$ cat src/rtl/cwd_pkg.sv
package cwd_pkg;

  typedef enum logic [2:0] {
    SLOT_IO,
    SLOT_BUSREQ,
    SLOT_RESET,
    SLOT_TIMER,
    SLOT_BOOT,
    SLOT_UNUSED,
    SLOT_INVALID
  } slot_e;

  function automatic slot_e slot_of(input logic [7:0] sel);
    slot_e s;
    case (sel)
      8'h00:                              s = SLOT_IO;
      8'h11:                              s = SLOT_BUSREQ;
      8'h12:                              s = SLOT_RESET;
      8'h30:                              s = SLOT_TIMER;
      8'h41:                              s = SLOT_BOOT;
      8'h10, 8'h20, 8'h40, 8'h44, 8'h50:  s = SLOT_UNUSED;
      default:                            s = SLOT_INVALID;
    endcase
    return s;
  endfunction

endpackage

$ cat src/rtl/cwd_decode.sv
module cwd_decode
  import cwd_pkg::*;
(
  input  logic [7:0] sel,
  input  logic [2:0] sub,
  input  logic       lane_odd,
  input  logic       rd_en,
  input  logic       wr_en,
  input  logic       cfg_force_ack,
  input  logic       cfg_bootrom_en,
  output slot_e      slot,
  output logic       io_rd_ok,
  output logic       io_we,
  output logic       busreq_we,
  output logic       zreset_we,
  output logic       bank_we,
  output logic       tmr_we,
  output logic       lock_req
);

  logic sub_zero;

  always_comb begin
    slot      = slot_of(sel);
    sub_zero  = (sub == 3'b000);
    io_rd_ok  = (slot == SLOT_IO) && sub_zero;
    io_we     = wr_en && (slot == SLOT_IO) && sub_zero && lane_odd;
    busreq_we = wr_en && (slot == SLOT_BUSREQ) && !lane_odd;
    zreset_we = wr_en && (slot == SLOT_RESET) && !lane_odd;
    bank_we   = wr_en && (slot == SLOT_BOOT) && lane_odd && cfg_bootrom_en;
    tmr_we    = wr_en && (slot == SLOT_TIMER);
    lock_req  = (rd_en || wr_en) && (slot == SLOT_INVALID) && !cfg_force_ack;
  end

endmodule

$ cat src/rtl/cwd_ioregs.sv
module cwd_ioregs #(
  parameter int DW    = 8,
  parameter int DEPTH = 16,
  localparam int IW   = $clog2(DEPTH)
) (
  input  logic          clk,
  input  logic          rst_n,
  input  logic          we,
  input  logic [IW-1:0] wr_idx,
  input  logic [DW-1:0] wr_data,
  input  logic [IW-1:0] rd_idx,
  output logic [DW-1:0] rd_q
);

  logic [DW-1:0] regs [DEPTH];

  for (genvar g = 0; g < DEPTH; g++) begin : g_port
    logic          hit;
    logic [DW-1:0] nxt;

    always_comb begin
      hit = we && (wr_idx == IW'(g));
      nxt = hit ? wr_data : regs[g];
    end

    always_ff @(posedge clk or negedge rst_n) begin
      if (!rst_n) regs[g] <= '0;
      else if (hit) regs[g] <= nxt;
    end
  end

  assign rd_q = regs[rd_idx];

  assert_io_write_R4: assert property (@(posedge clk) disable iff (!rst_n)
    we |=> regs[$past(wr_idx)] == $past(wr_data));

endmodule

$ cat src/rtl/cwd_ctrl.sv
module cwd_ctrl (
  input  logic clk,
  input  logic rst_n,
  input  logic busreq_we,
  input  logic zreset_we,
  input  logic bank_we,
  input  logic lock_req,
  input  logic wr_bit,
  output logic busreq_q,
  output logic zreset_q,
  output logic bank_q,
  output logic lockup_q
);

  logic busreq_d, zreset_d, bank_d, lockup_d;

  always_comb begin
    busreq_d = busreq_we ? wr_bit : busreq_q;
    zreset_d = zreset_we ? wr_bit : zreset_q;
    bank_d   = bank_we   ? wr_bit : bank_q;
    lockup_d = lockup_q || lock_req;
  end

  always_ff @(posedge clk or negedge rst_n) begin
    if (!rst_n) begin
      busreq_q <= 1'b0;
      zreset_q <= 1'b0;
      bank_q   <= 1'b0;
      lockup_q <= 1'b0;
    end else begin
      busreq_q <= busreq_d;
      zreset_q <= zreset_d;
      bank_q   <= bank_d;
      lockup_q <= lockup_d;
    end
  end

  assert_bank_guard_R8: assert property (@(posedge clk) disable iff (!rst_n)
    !bank_we |=> $stable(bank_q));

  assert_busreq_hold_R5: assert property (@(posedge clk) disable iff (!rst_n)
    !busreq_we |=> $stable(busreq_q));

  assert_zreset_hold_R6: assert property (@(posedge clk) disable iff (!rst_n)
    !zreset_we |=> $stable(zreset_q));

endmodule

$ cat src/rtl/cwd_top.sv
module cwd_top
  import cwd_pkg::*;
#(
  parameter int DW      = 8,
  parameter int AW      = 16,
  parameter int PORTS   = 16,
  localparam int PIW    = $clog2(PORTS)
) (
  input  logic          clk,
  input  logic          rst_n,
  input  logic [AW-1:0] acc_addr,
  input  logic          acc_rd,
  input  logic          acc_wr,
  input  logic [DW-1:0] acc_wdata,
  input  logic          cfg_force_ack,
  input  logic          cfg_bootrom_en,
  input  logic          tmr_present,
  input  logic [2*DW-1:0] tmr_value,
  output logic [DW-1:0] acc_rdata,
  output logic          tmr_wr_stb,
  output logic          busreq_o,
  output logic          zreset_o,
  output logic          bank_o,
  output logic          lockup_o
);

  localparam logic [DW-1:0] OPEN_BUS = '1;

  // Reset: asserted asynchronously, released after two clock edges.
  logic [1:0] rst_pipe;
  logic       rst_q;

  always_ff @(posedge clk or negedge rst_n) begin
    if (!rst_n) rst_pipe <= 2'b00;
    else        rst_pipe <= {rst_pipe[0], 1'b1};
  end
  assign rst_q = rst_pipe[1];

  slot_e   slot;
  logic    io_rd_ok, io_we, busreq_we, zreset_we, bank_we, tmr_we, lock_req;
  logic [DW-1:0] io_q;

  cwd_decode u_dec (
    .sel            (acc_addr[15:8]),
    .sub            (acc_addr[7:5]),
    .lane_odd       (acc_addr[0]),
    .rd_en          (acc_rd),
    .wr_en          (acc_wr),
    .cfg_force_ack  (cfg_force_ack),
    .cfg_bootrom_en (cfg_bootrom_en),
    .slot           (slot),
    .io_rd_ok       (io_rd_ok),
    .io_we          (io_we),
    .busreq_we      (busreq_we),
    .zreset_we      (zreset_we),
    .bank_we        (bank_we),
    .tmr_we         (tmr_we),
    .lock_req       (lock_req)
  );

  cwd_ioregs #(.DW(DW), .DEPTH(PORTS)) u_io (
    .clk     (clk),
    .rst_n   (rst_q),
    .we      (io_we),
    .wr_idx  (acc_addr[PIW:1]),
    .wr_data (acc_wdata),
    .rd_idx  (acc_addr[PIW:1]),
    .rd_q    (io_q)
  );

  cwd_ctrl u_ctrl (
    .clk       (clk),
    .rst_n     (rst_q),
    .busreq_we (busreq_we),
    .zreset_we (zreset_we),
    .bank_we   (bank_we),
    .lock_req  (lock_req),
    .wr_bit    (acc_wdata[0]),
    .busreq_q  (busreq_o),
    .zreset_q  (zreset_o),
    .bank_q    (bank_o),
    .lockup_q  (lockup_o)
  );

  assign tmr_wr_stb = tmr_we;

  always_comb begin
    acc_rdata = OPEN_BUS;
    if (acc_rd) begin
      case (slot)
        SLOT_IO:    if (io_rd_ok) acc_rdata = io_q;
        SLOT_TIMER: if (tmr_present)
                      acc_rdata = acc_addr[0] ? tmr_value[DW-1:0] : tmr_value[2*DW-1:DW];
        SLOT_BOOT:  if (acc_addr[0]) acc_rdata = {OPEN_BUS[DW-1:1], bank_o};
        default:    acc_rdata = OPEN_BUS;
      endcase
    end
  end

  assert_idle_bus_R10: assert property (@(posedge clk) disable iff (!rst_q)
    !acc_rd |-> acc_rdata == OPEN_BUS);

  assert_lock_sticky_R1: assert property (@(posedge clk) disable iff (!rst_q)
    lockup_o |=> lockup_o);

  assert_force_ack_R2: assert property (@(posedge clk) disable iff (!rst_q)
    (cfg_force_ack && !lockup_o) |=> !lockup_o);

  assert_unused_open_R9: assert property (@(posedge clk) disable iff (!rst_q)
    (acc_rd && slot == SLOT_UNUSED) |-> acc_rdata == OPEN_BUS);

  assert_unused_nolock_R9: assert property (@(posedge clk) disable iff (!rst_q)
    (slot == SLOT_UNUSED && !lockup_o) |=> !lockup_o);

endmodule

$ cat config.mk
export PLATFORM = sky130hd
export DESIGN_NAME = cwd_top
export DESIGN_NICKNAME = d
export VERILOG_FILES = /design/src/rtl/cwd_pkg.sv /design/src/rtl/cwd_decode.sv /design/src/rtl/cwd_ioregs.sv /design/src/rtl/cwd_ctrl.sv /design/src/rtl/cwd_top.sv
export SDC_FILE = /design/constraint.sdc
export NUM_CORES = 1
export LEC_CHECK = 0
export ABC_AREA = 0
export BUFFER_PORTS_ARGS = -buffer_cell sky130_fd_sc_hd__buf_4
export CAP_MARGIN = 20
export CORE_ASPECT_RATIO = 1.4
export CORE_MARGIN = 2
export CORE_UTILIZATION = 35
export DETAILED_ROUTE_END_ITERATION = 10
export GPL_TIMING_DRIVEN = 0
export HOLD_SLACK_MARGIN = 0.02
export SYNTH_ARGS = -nofsm -noshare
export SYNTH_HDL_FRONTEND = slang
export SYNTH_SLANG_ARGS = --single-unit
$ cat constraint.sdc
create_clock -name clk -period 4.9 [get_ports clk]
set_input_delay 0.245 -clock clk [delete_from_list [all_inputs] [get_ports clk]]
set_output_delay 0.245 -clock clk [all_outputs]
set_load 0.005 [all_outputs]
==> impl_metrics.json <==
{
  "num_rows": 59,
  "hold_viol": 0,
  "cp.arrival_ps": 2580,
  "vias": 4266,
  "synth_top_cell_by_area": "dfrtp_1",
  "drt_iter0_markers": 164,
  "htreeDepth": 4,
  "synth_top_area_share_pct": 51.5,
  "routed_via_density": 5.35,
  "drc": 0,
  "grt_use_total_pct": 18.0,
  "slew_headroom_pct": 48.4,
  "initial_core_util_pct": 35.4,
  "cts_setup_buffers": 0,
  "setup_violations": 0,
  "grt_pass1_vias": 4653,
  "startpoint_type": "primary input",
  "chipWidth_um": 119,
  "min_to": "u_io.regs[67]",
  "dp_hpwl_um": 11900,
  "min_from": "acc_wdata[3]",
  "clk_pin_slew_ps": 60,
  "avgRoutedWirePerCell_um": 20.9,
  "fmax_mhz": 353,
  "drv_cap": 0,
  "fin_setup_tns_ps": 0,
  "cts_made_buffers": 17,
  "yosysWarnings": 0,
  "grt_util_met2_pct": 33.6,
  "syn_area_per_cell_um2": 14.0,
  "port_buffers": 54,
  "detail-route-antenna-nets": 0,
  "cts_resized": 0,
  "worstPathRequired_ps": 4660,
  "die-area_mm2": 0.0197,
  "cellPowerDensity_mw_per_mm2": 335,
  "clkLatencyLatePin_ps": 420,
  "antenna_found_initial": 0,
  "grt_pass1_wl_um": 26200,
  "reg2reg_depth": 2,
  "slew_violations": 0,
  "min-delay-path-class": "in2reg",
  "syn-cell-area_mm2": 0.00651,
  "layout.nets": 587,
  "ys_types": 39,
  "crit_path_end_kind": "primary output",
  "internal_power_mw": 2.08,
  "cts.sinks": 134,
  "status": "complete, no violations",
  "comb_power_share_pct": 5.5,
  "area_growth_pct": 21.8,
  "tightestPinTransition_ps": 774,
  "ys_seq_area_share_pct": 51.5,
  "crit_fanout": 10,
  "final_util_pct": 43.1,
  "synth_edf_count": 0,
  "p_clk_share_pct": 52.4,
  "rsz0062_at_grt": "no",
  "yosys_register_bits": 134,
  "finClkSkew_ps": 7.24,
  "whs_path_depth": 2,
  "grt_overflow_total": 0,
  "finalPower_mw": 2.65,
  "ys.flop_type": "dfrtp_1",
  "synth_nets": 511,
  "vdd_drop_max_mv": 0.248,
  "use_met3_pct": 3.64,
  "path_class": "in2out",
  "p_switching_mw": 0.570,
  "dr.pass1.iters": 4,
  "rrSetupSlack_ps": 3650,
  "synth_async_sr_flop_share_pct": 100,
  "die_h_um": 165,
  "coreArea_mm2": 0.0184,
  "p_leak_nw": 3.77,
  "netlist_instances": 464,
  "ys_top_cells_by_area": "dfrtp_1 52%, mux2_2 24%, mux4_2 9.7%",
  "ios": 60,
  "rr_startpoint": "rst_pipe[1]",
  "synth.most_common_cell": "mux2_2",
  "grt_use_met1_pct": 19.4,
  "diodes": 0,
  "pwr-share-seq_pct": 42.1,
  "clock_path_buffers": 2,
  "drive_gt1_share_pct": 47.7,
  "min_period_ps": 2830,
  "fin_crit_sh_pct": 57.7,
  "netSwitchingFraction_pct": 21.5,
  "hold_ws_ps": 125,
  "top_usage_layer": "met2",
  "synthTopCellsByCount": "138 x mux2_2, 134 x dfrtp_1, 28 x mux4_2",
  "cts_root_buffer": "clkbuf_16",
  "cts_tree": "done",
  "grt_max_degree": 61,
  "drt-total-wl_um": 16700,
  "place.gp.congestion": 0.849,
  "reg2reg_to": "u_io.regs[70]"
}
==> cell families (layout without fill, tap and decap cells) <==
family / count (synthesis) / count (layout) / share of synthesized area (%)
flops: 134 / 134 / 51.5
compound gates: 34 / 34 / 3.46
xor+xnor: 2 / 2 / 0.269
other cells: 1 / 1 / 0.0576
mux: 182 / 182 / 36.0
simple gates: 83 / 83 / 6.88
buf+inv: 28 / 117 / 1.75
==> stage by stage <==
| stage | setup slack (ps) | instance area (um2) | instances |
|---|---|---|---|
| final | 2070 | 7930 | 797 |
| after global placement | -360 | 7220 | 762 |
| after global routing | 1920 | 7930 | 797 |
| after detailed placement | 1910 | 7270 | 764 |
| after CTS | 2020 | 7930 | 797 |
| after floorplan | 890 | 6510 | 464 |
==> area by class of cell <==
| cell class | instances | area, um2 |
|---|---|---|
| multi-input combinational | 302 | 3040 |
| inverter | 1 | 3.75 |
| buffer | 27 | 110 |
| timing repair buffer | 57 | 463 |
| clock inverter | 12 | 201 |
| fill | 1677 | 10500 |
| sequential | 134 | 3360 |
| clock buffer | 20 | 447 |
| tap | 244 | 305 |
==> worst max-delay path: stages <==
cell and delay [ps]:
clkbuf_1 330, clkbuf_1 640, buf_1 480, mux2i_1 290, nor2_1 70, a21oi_1 210
a41oi_1 140, buf_4 170
==> layout by cell type (no fill, tap or decap), types with 4 or more instances in the layout <==
cell type,netlist,final
mux4_2,28,28
nor3_1,5,5
a21oi_1,8,8
clkbuf_1,19,21
o22ai_1,6,6
o211ai_1,4,4
nand3_1,11,11
nor2_1,12,12
a211oi_1,5,5
and3_1,6,6
clkbuf_16,0,17
o21ai_0,4,4
nand2_1,22,22
bufinv_16,0,5
mux2i_1,16,16
mux2_2,138,138
buf_2,4,4
dfrtp_1,134,133
nor2b_1,8,8
buf_4,1,55
==> sequential cells by signal (all words and copies together) (netlist names) <==
| signal | flops |
|---|---|
| u_ctrl.lockup_q | 1 |
| rst_pipe | 2 |
| u_ctrl.zreset_q | 1 |
| u_ctrl.bank_q | 1 |
| u_io.regs | 128 |
| u_ctrl.busreq_q | 1 |
==> per-layer routing <==
metal,wire length (um),share of wire [%]
met5,0,0
met3,648,3.9
met1,6460,39
met2,9010,54
met4,564,3.4
==> worst max path at each step <==
stage / from / endpoint / slack [ps] / cells after the start
6_report: acc_addr[3] / acc_rdata[4] / 2070 / 8
5_1_grt: acc_addr[3] / acc_rdata[7] / 1920 / 6
4_1_cts: acc_addr[3] / acc_rdata[7] / 2020 / 6
3_5_place_dp: acc_addr[3] / u_io.regs[10] / 1910 / 5
3_3_place_gp: rst_pipe[1] / u_io.regs[119] / -360 / 0
2_1_floorplan: rst_pipe[1] / u_ctrl.bank_q / 890 / 0
==> power by group through the flow <==
stage | registers [mW] | clock network [mW] | logic [mW]
global placement | 1.15 | 0 | 0.125
detailed placement | 1.14 | 0 | 0.148
finish | 1.12 | 1.39 | 0.146
CTS | 1.12 | 1.41 | 0.149
floorplan | 1.15 | 0 | 0.0630
global route | 1.12 | 1.46 | 0.161
==> what timing repair did <==
action,in CTS,in global routing
hold buffers,1,0
hold endpoints to repair,2,0
endpoints found under the setup margin,0,0
Note: power is estimated with default switching activity, not from simulation.
